File: config.mk
export PLATFORM = sky130hd
export DESIGN_NAME = gpio_detect_bank
export DESIGN_NICKNAME = d
export VERILOG_FILES = /design/src/rtl/gpio_bank_pkg.sv /design/src/rtl/gpb_sync.sv /design/src/rtl/gpb_detect.sv /design/src/rtl/gpb_regs.sv /design/src/rtl/gpio_detect_bank.sv
export SDC_FILE = /design/constraint.sdc
export NUM_CORES = 1
export LEC_CHECK = 0
export ABC_AREA = 1
export CAP_MARGIN = 20
export CORE_MARGIN = 1
export CORE_UTILIZATION = 40
export DETAILED_ROUTE_END_ITERATION = 10
export DONT_BUFFER_PORTS = 1
export PLACE_DENSITY_LB_ADDON = 0.12
export SLEW_MARGIN = 40
export SYNTH_ARGS = -nofsm -noshare
export SYNTH_HDL_FRONTEND = slang
export SYNTH_SLANG_ARGS = --single-unit
File: constraint.sdc
create_clock -name clk -period 1.6 [get_ports clk]
set_input_delay 0.08 -clock clk [delete_from_list [all_inputs] [get_ports clk]]
set_output_delay 0.08 -clock clk [all_outputs]
set_load 0.05 [all_outputs]
File: src/rtl/gpio_bank_pkg.sv
package gpio_bank_pkg;
  localparam logic [7:0] OFF_REV     = 8'h00;
  localparam logic [7:0] OFF_STAT    = 8'h18;
  localparam logic [7:0] OFF_IEN     = 8'h1C;
  localparam logic [7:0] OFF_CTRL    = 8'h30;
  localparam logic [7:0] OFF_OE      = 8'h34;
  localparam logic [7:0] OFF_DIN     = 8'h38;
  localparam logic [7:0] OFF_DOUT    = 8'h3C;
  localparam logic [7:0] OFF_LO      = 8'h40;
  localparam logic [7:0] OFF_HI      = 8'h44;
  localparam logic [7:0] OFF_RISE    = 8'h48;
  localparam logic [7:0] OFF_FALL    = 8'h4C;
  localparam logic [7:0] OFF_IEN_CLR = 8'h60;
  localparam logic [7:0] OFF_IEN_SET = 8'h64;
  localparam logic [7:0] OFF_WEN_CLR = 8'h80;
  localparam logic [7:0] OFF_WEN_SET = 8'h84;
  localparam logic [7:0] OFF_DO_CLR  = 8'h90;
  localparam logic [7:0] OFF_DO_SET  = 8'h94;

  typedef struct packed {
    logic lo;
    logic hi;
    logic rise;
    logic fall;
  } sel_kind_t;
endpackage

File: src/rtl/gpb_sync.sv
module gpb_sync #(
  parameter int W      = 32,
  parameter int STAGES = 2
) (
  input  logic         clk,
  input  logic         rst,
  input  logic [W-1:0] d,
  output logic [W-1:0] q
);
  logic [STAGES-1:0][W-1:0] chain;

  generate
    if (STAGES == 1) begin : g_single
      always_ff @(posedge clk) begin
        if (rst) chain <= '0;
        else     chain <= d;
      end
    end else begin : g_multi
      always_ff @(posedge clk) begin
        if (rst) chain <= '0;
        else     chain <= {chain[STAGES-2:0], d};
      end
    end
  endgenerate

  assign q = chain[STAGES-1];
endmodule

File: src/rtl/gpb_detect.sv
module gpb_detect #(
  parameter int W = 32
) (
  input  logic         clk,
  input  logic         rst,
  input  logic [W-1:0] cur,
  input  logic         arm,
  input  logic [W-1:0] lo_sel,
  input  logic [W-1:0] hi_sel,
  input  logic [W-1:0] rise_sel,
  input  logic [W-1:0] fall_sel,
  output logic [W-1:0] hit
);
  logic [W-1:0] prev;

  always_ff @(posedge clk) begin
    if (rst) prev <= '0;
    else     prev <= cur;
  end

  for (genvar n = 0; n < W; n++) begin : g_pin
    gpio_bank_pkg::sel_kind_t k;
    always_comb begin
      k.lo   = lo_sel[n]   & ~cur[n];
      k.hi   = hi_sel[n]   &  cur[n];
      k.rise = rise_sel[n] &  cur[n] & ~prev[n];
      k.fall = fall_sel[n] & ~cur[n] &  prev[n];
      hit[n] = arm & (|k);
    end
  end
endmodule

File: src/rtl/gpb_regs.sv
module gpb_regs
  import gpio_bank_pkg::*;
#(
  parameter int W         = 32,
  parameter int ADDR_W    = 8,
  parameter int REV_MAJOR = 2,
  parameter int REV_MINOR = 5
) (
  input  logic              clk,
  input  logic              rst,
  input  logic              wr_en,
  input  logic              rd_en,
  input  logic [ADDR_W-1:0] addr,
  input  logic [W-1:0]      wdata,
  output logic [W-1:0]      rdata,
  input  logic [W-1:0]      din,
  input  logic [W-1:0]      hit,
  output logic              freeze,
  output logic [W-1:0]      oe,
  output logic [W-1:0]      dout,
  output logic [W-1:0]      status,
  output logic [W-1:0]      ien,
  output logic [W-1:0]      wen,
  output logic [W-1:0]      lo_sel,
  output logic [W-1:0]      hi_sel,
  output logic [W-1:0]      rise_sel,
  output logic [W-1:0]      fall_sel,
  output logic              irq,
  output logic              wake
);
  localparam logic [7:0] REV_BYTE = 8'(((REV_MAJOR % 16) * 16) + (REV_MINOR % 16));

  function automatic logic at(input logic [ADDR_W-1:0] a, input logic [7:0] off);
    return a == ADDR_W'(off);
  endfunction

  logic [W-1:0] clr_mask;
  logic [W-1:0] rd_mux;

  assign clr_mask = (wr_en && at(addr, OFF_STAT)) ? wdata : '0;

  always_ff @(posedge clk) begin
    if (rst) begin
      oe       <= '1;
      dout     <= '0;
      status   <= '0;
      ien      <= '0;
      wen      <= '0;
      lo_sel   <= '0;
      hi_sel   <= '0;
      rise_sel <= '0;
      fall_sel <= '0;
      freeze   <= 1'b0;
      irq      <= 1'b0;
      wake     <= 1'b0;
    end else begin
      status <= (status & ~clr_mask) | hit;
      irq    <= |(status & ien);
      wake   <= |(status & wen);
      if (wr_en) begin
        if (at(addr, OFF_OE))      oe       <= wdata;
        if (at(addr, OFF_DOUT))    dout     <= wdata;
        if (at(addr, OFF_DO_SET))  dout     <= dout | wdata;
        if (at(addr, OFF_DO_CLR))  dout     <= dout & ~wdata;
        if (at(addr, OFF_IEN))     ien      <= wdata;
        if (at(addr, OFF_IEN_SET)) ien      <= ien | wdata;
        if (at(addr, OFF_IEN_CLR)) ien      <= ien & ~wdata;
        if (at(addr, OFF_WEN_SET)) wen      <= wen | wdata;
        if (at(addr, OFF_WEN_CLR)) wen      <= wen & ~wdata;
        if (at(addr, OFF_LO))      lo_sel   <= wdata;
        if (at(addr, OFF_HI))      hi_sel   <= wdata;
        if (at(addr, OFF_RISE))    rise_sel <= wdata;
        if (at(addr, OFF_FALL))    fall_sel <= wdata;
        if (at(addr, OFF_CTRL))    freeze   <= wdata[0];
      end
    end
  end

  always_comb begin
    rd_mux = '0;
    if (at(addr, OFF_REV))  rd_mux = W'(REV_BYTE);
    if (at(addr, OFF_STAT)) rd_mux = status;
    if (at(addr, OFF_IEN))  rd_mux = ien;
    if (at(addr, OFF_CTRL)) rd_mux = W'(freeze);
    if (at(addr, OFF_OE))   rd_mux = oe;
    if (at(addr, OFF_DIN))  rd_mux = din;
    if (at(addr, OFF_DOUT)) rd_mux = dout;
    if (at(addr, OFF_LO))   rd_mux = lo_sel;
    if (at(addr, OFF_HI))   rd_mux = hi_sel;
    if (at(addr, OFF_RISE)) rd_mux = rise_sel;
    if (at(addr, OFF_FALL)) rd_mux = fall_sel;
  end

  always_ff @(posedge clk) begin
    if (rst)        rdata <= '0;
    else if (rd_en) rdata <= rd_mux;
  end
endmodule

File: src/rtl/gpio_detect_bank.sv
module gpio_detect_bank #(
  parameter int W           = 32,
  parameter int ADDR_W      = 8,
  parameter int SYNC_STAGES = 2,
  parameter int REV_MAJOR   = 2,
  parameter int REV_MINOR   = 5
) (
  input  logic              clk,
  input  logic              rst,
  input  logic              bus_wr,
  input  logic              bus_rd,
  input  logic [ADDR_W-1:0] bus_addr,
  input  logic [W-1:0]      bus_wdata,
  output logic [W-1:0]      bus_rdata,
  input  logic [W-1:0]      pin_in,
  output logic [W-1:0]      pin_out,
  output logic [W-1:0]      pin_drive,
  output logic              irq,
  output logic              wake
);
  logic [W-1:0] pin_s;
  logic [W-1:0] hit_w;
  logic [W-1:0] oe_w;
  logic [W-1:0] stat_w;
  logic [W-1:0] ien_w;
  logic [W-1:0] wen_w;
  logic [W-1:0] lo_w, hi_w, rise_w, fall_w;
  logic         freeze_w;

  gpb_sync #(.W(W), .STAGES(SYNC_STAGES)) u_sync (
    .clk (clk),
    .rst (rst),
    .d   (pin_in),
    .q   (pin_s)
  );

  gpb_detect #(.W(W)) u_detect (
    .clk      (clk),
    .rst      (rst),
    .cur      (pin_s),
    .arm      (~freeze_w),
    .lo_sel   (lo_w),
    .hi_sel   (hi_w),
    .rise_sel (rise_w),
    .fall_sel (fall_w),
    .hit      (hit_w)
  );

  gpb_regs #(
    .W(W), .ADDR_W(ADDR_W), .REV_MAJOR(REV_MAJOR), .REV_MINOR(REV_MINOR)
  ) u_regs (
    .clk      (clk),
    .rst      (rst),
    .wr_en    (bus_wr),
    .rd_en    (bus_rd),
    .addr     (bus_addr),
    .wdata    (bus_wdata),
    .rdata    (bus_rdata),
    .din      (pin_s),
    .hit      (hit_w),
    .freeze   (freeze_w),
    .oe       (oe_w),
    .dout     (pin_out),
    .status   (stat_w),
    .ien      (ien_w),
    .wen      (wen_w),
    .lo_sel   (lo_w),
    .hi_sel   (hi_w),
    .rise_sel (rise_w),
    .fall_sel (fall_w),
    .irq      (irq),
    .wake     (wake)
  );

  assign pin_drive = ~oe_w;
endmodule

**Word level (Yosys, flattened, before mapping)**

Index checks and enable logic that the tools add are counted.
W data, S select, Z words.

- Register bits after elaboration: 419
- Output and inout port bits: 98
- Word-level logic and storage cells: 402
- Input bits: 76

- Muxes and demuxes: 20
- Bitwise operators: 302
- Equality and inequality tests: 16
- Reductions and logical operators: 48

Operator list:

| kind | number |
|---|---|
| $mux W32 | 19 |
| $and A1 B1 Y1 | 224 |
| $and A32 B32 Y32 | 6 |
| $or A32 B32 Y32 | 4 |
| $reduce_or A4 Y1 | 32 |
| $not A32 Y32 | 3 |
| $not A1 Y1 | 65 |
| $reduce_or A32 Y1 | 2 |
| $eq A8 B7 Y1 const B | 6 |
| $eq A8 B6 Y1 const B | 4 |
| $eq A8 B8 Y1 const B | 4 |
| $reduce_and A2 Y1 | 9 |
| $eq A8 B5 Y1 const B | 2 |
| $logic_not A8 Y1 | 1 |
| $mux W6 | 1 |
| $reduce_bool A3 Y1 | 2 |
| $reduce_bool A2 Y1 | 1 |
| $logic_and A1 B1 Y1 | 1 |

**Depth between registers and ports, before layout**

- Depth after elaboration: 12
- Depth in mapped cells: 14

**By module**

Synthesis repeated with hierarchy kept, for this count alone.

- Cells, all modules: 2853
- Area, all modules: 19122.1 µm²

Modules (own cells, without submodules):

| module | sequential area each (µm²) | instances | area each (µm²) | cells each |
|---|---|---|---|---|
| gpb_regs | 6466.2 | 1 | 14779.2 | 2167 |
| gpb_detect | 640.6 | 1 | 2138.3 | 422 |
| gpb_sync | 1281.2 | 1 | 2080.7 | 231 |
| gpio_detect_bank | 0.0 | 1 | 123.9 | 33 |

**Least setup slack after synthesis**

Ideal clock, no wire load.

- Path kind: input to register
- From: input bus_addr[0]
- To: register u_regs.rdata[20]
- Library setup time: 71 ps
- Setup slack: 249 ps
- Stages on the path: 12
- Required time: 1529 ps
- Data arrival time: 1280 ps
- Cell sequence: inv_2 -> nand2_2 -> nor2_2 -> nand2_2 -> inv_2 -> buf_2 -> a21oi_1 -> nand3_1 -> nand2_1 -> nand2_1 -> nand2_1 -> a21oi_1

- Longest elaborated chain between the ends: 11

RTL lines:

| item | line | text |
|---|---|---|
| start, declared | gpio_detect_bank.sv:12 | `input logic [ADDR_W-1:0] bus_addr,` |
| $eq A8 B5 Y1 | gpb_regs.sv:34 | `return a == ADDR_W'(off);` |
| $mux W32 | gpb_regs.sv:82 | `if (at(addr, OFF_STAT)) rd_mux = status;` |
| $mux W32 | gpb_regs.sv:83 | `if (at(addr, OFF_IEN)) rd_mux = ien;` |
| $mux W32 | gpb_regs.sv:84 | `if (at(addr, OFF_CTRL)) rd_mux = W'(freeze);` |
| $mux W32 | gpb_regs.sv:85 | `if (at(addr, OFF_OE)) rd_mux = oe;` |
| $mux W32 | gpb_regs.sv:86 | `if (at(addr, OFF_DIN)) rd_mux = din;` |
| $mux W32 | gpb_regs.sv:87 | `if (at(addr, OFF_DOUT)) rd_mux = dout;` |
| $mux W32 | gpb_regs.sv:88 | `if (at(addr, OFF_LO)) rd_mux = lo_sel;` |
| $mux W32 | gpb_regs.sv:89 | `if (at(addr, OFF_HI)) rd_mux = hi_sel;` |
| $mux W32 | gpb_regs.sv:90 | `if (at(addr, OFF_RISE)) rd_mux = rise_sel;` |
| $mux W32 * | gpb_regs.sv:91 | `if (at(addr, OFF_FALL)) rd_mux = fall_sel;` |
| end signal, assigned | gpb_regs.sv:96 | `else if (rd_en) rdata <= rd_mux;` |
| end, declared | gpb_regs.sv:15 | `output logic [W-1:0] rdata,` |

Every way passes the cells marked *; elsewhere a longest branch is shown, timed or not.
A chain may end at the register's enable or synchronous reset.

**Worst setup path in the final report**

- From: register u_regs.freeze
- To: register u_regs.status[20]

- Longest elaborated chain between the ends: 3

RTL lines:

| item | line | text |
|---|---|---|
| start, declared | gpb_regs.sv:18 | `output logic freeze,` |
| start signal, assigned | gpb_regs.sv:74 | `if (at(addr, OFF_CTRL)) freeze <= wdata[0];` |
| $not A1 Y1 | gpio_detect_bank.sv:41 | `.arm (~freeze_w),` |
| $and A1 B1 Y1 | gpb_detect.sv:28 | `hit[n] = arm & (\|k);` |
| $or A32 B32 Y32 | gpb_regs.sv:57 | `status <= (status & ~clr_mask) \| hit;` |
| end signal, assigned | gpb_regs.sv:57 |  |
| end, declared | gpb_regs.sv:21 | `output logic [W-1:0] status,` |

Every way passes these cells.

==> metrics <==
row count 77; DIE AREA 46100 µm²; setup violators final 34; DRC 0; Max Slew Vio Count 0; I/O Buffers 0; Iter 0 DRT Violations 1535; CTS tree yes; final WL 72.0 mm; period utilization 1.03; Yosys cell types 32; most numerous cell in the Yosys netlist nand2_1; drt pass-1 iters 6; multi-input logic area 7580 µm²; Wirelength per Cell 20.1 µm; Seq/Total Area, Yosys 0.463; Nets 3026; worst skew pair latency 0.59 ns; HP Class in -> reg; power per cell area 963 nW/µm²; CP max stage delay 0.57 ns; Mapped Area 18100 µm²; achievable frequency 609 MHz; final antenna-violating net count 0; Final Total Pwr 23.5 mW; number of synthesized register bits 419; share of cells above drive strength 1 0.106; Max-Cap Viols 0; RSZ-0062 raised after global routing true; area grow syn2layout 35.0%; Post-synth EDFFs 0; Fin. Hold Viols 0; post-DP HPWL 41.8 mm; Syn Inst Count 2617; Filler cells 4247; antenna violations before repair 1; detailed-route via count 19064; Reg clk slew, reported paths 0.06 ns; Total GRT Usage 0.300; setup skew after layout 0.0230 ns; Startpoint Class register; H-tree depth 2; status finished, violations left; prevailing post-synth register cell dfxtp_1; worst-path cell chain inv_1 > buf_4 > o211ai_1 > a21oi_1 > dlygate4sd3_1; CP bufs+invs 3; Starting Density 0.408; clock root buffer clkbuf_16; TritonCTS buffer count 47; Floorplan Core Area 44400 µm²; Critical Path AT 2.17 ns; Lkg Pwr 10.4 nW; Die H 215 µm; Top delay family on crit path buffers and inverters; Setup CP Type reg -> reg; VDD IR max 0.698 mV; crit path max fanout 17; sequential cell area 8390 µm²; Worst EP required 2.13 ns; failing checks setup timing; I/O pin cnt 174; TritonCTS sink count 419; top cells by count, synth nand2_1, dfxtp_1, inv_1; dominant cells by area after synthesis dfxtp_1, nand2_1, a21oi_1; Fin Setup TNS -0.438 ns; Slew HR 0.555; largest net degree at the start of global routing 207; dominant cell type by area after synthesis dfxtp_1; DIE WIDTH 215 µm; number of global-route vias before repair 18598; gpl congestion 0.879; Overflow after GRT 0; setup ws final -0.0430 ns; top cell type's share of synthesized area 0.463; critical path endpoint category register; clock buffer depth 3; Post-synth ARST share 0; Syn Area/Cell 6.92 µm²; first-pass GRT wire length 107 mm; Final Critical Period 1.64 ns; YS warnings 0; slowest CP cell dlygate4sd3_1; Worst Tran Pin Value 0.666 ns; via/cell ratio 5.33; diode count 0; Synth Net Count 2693
[what timing repair did]
item / CTS / global route
hold buffers: 274 / 2
setup buffers: 0 / 6
endpoints found under the hold margin: 419 / 3
setup endpoints to repair: 0 / 99
gates resized for setup: 0 / 16
[area by class of cell]
type                    count  share of cell area
flip-flops and latches    419               0.343
clock buffers              64              0.0565
clock inverters            22              0.0111
inverters                 384              0.0590
multi-input cells        1637               0.310
well taps                 592              0.0303
repair buffers            461               0.190
[kinds of logic after synthesis]
| kind of cell | count (synthesis) | synth area share |
|---|---|---|
| buf+inv | 561 | 0.121 |
| compound gates | 729 | 0.212 |
| flops | 419 | 0.463 |
| simple gates | 908 | 0.204 |
[worst min-delay path, stage by stage]
cell and delay, ns:
nand2_1 0.09, buf_4 0.19, o21ai_0 0.15, a21oi_1 0.06
[final timing paths]
path / end / cells after the start / slack (ns) / start
setup / recovery: u_regs.status[20] / 5 / -0.04 / u_regs.freeze
setup reg to reg: u_regs.status[20] / 5 / -0.04 / u_regs.freeze
hold / removal: u_regs.status[18] / 4 / 0.04 / bus_wr
hold reg to reg: u_sync.q[22] / 2 / 0.40 / u_sync.chain[22]
[state kept, by name, indices dropped and copies added, names as in the netlist, 32 cells and up, named ones only]
name / count
u_detect.prev: 32
u_regs.dout: 32
u_regs.fall_sel: 32
u_regs.hi_sel: 32
u_regs.ien: 32
u_regs.lo_sel: 32
u_regs.oe: 32
u_regs.rdata: 32
u_regs.rise_sel: 32
u_regs.status: 32
u_sync.chain: 32
u_sync.q: 32
[per-stage QoR]
step	area, µm²	util	cells	hold slack [ns]	setup slack (ns)
after CTS	24300	0.546	3570	0.0151	0.0108
final	24400	0.550	3579	0.0447	-0.0430
after floorplan	18100	-	2617	0.187	0.249
after global routing	24400	0.550	3579	0.0450	-0.107
after detailed placement	19800	0.446	3210	0.172	-0.0555
after global placement	19800	0.446	3210	0.169	0.00218
[per-layer routing]
| metal | vias to the layer above | global-route usage | wire, µm |
|---|---|---|---|
| met4 | 0 | 0.108 | 2150 |
| met1 | 9164 | 0.383 | 31100 |
| met2 | 729 | 0.504 | 33400 |
| met5 | - | 0 | 0 |
| met3 | 133 | 0.0559 | 5340 |
| li1 | 9038 | - | - |
[report_power, final]
part | switching, mW | internal [mW]
combinational | 0.675 | 0.536
clock | 4.61 | 7.01
sequential | 0.110 | 10.6
[layout by cell type (no fill, tap or decap), types with 15 or more instances in the layout]
cell type and instances:
nand2_1 509, clkbuf_16 53, dlygate4sd3_1 270, o21ai_0 294, buf_12 32, dfxtp_1 414
buf_4 151, inv_1 369, nand3_1 142, nor2_1 208, nor3_1 15, o211ai_1 38
a21oi_1 361
Power figures use the tool's default switching activity.
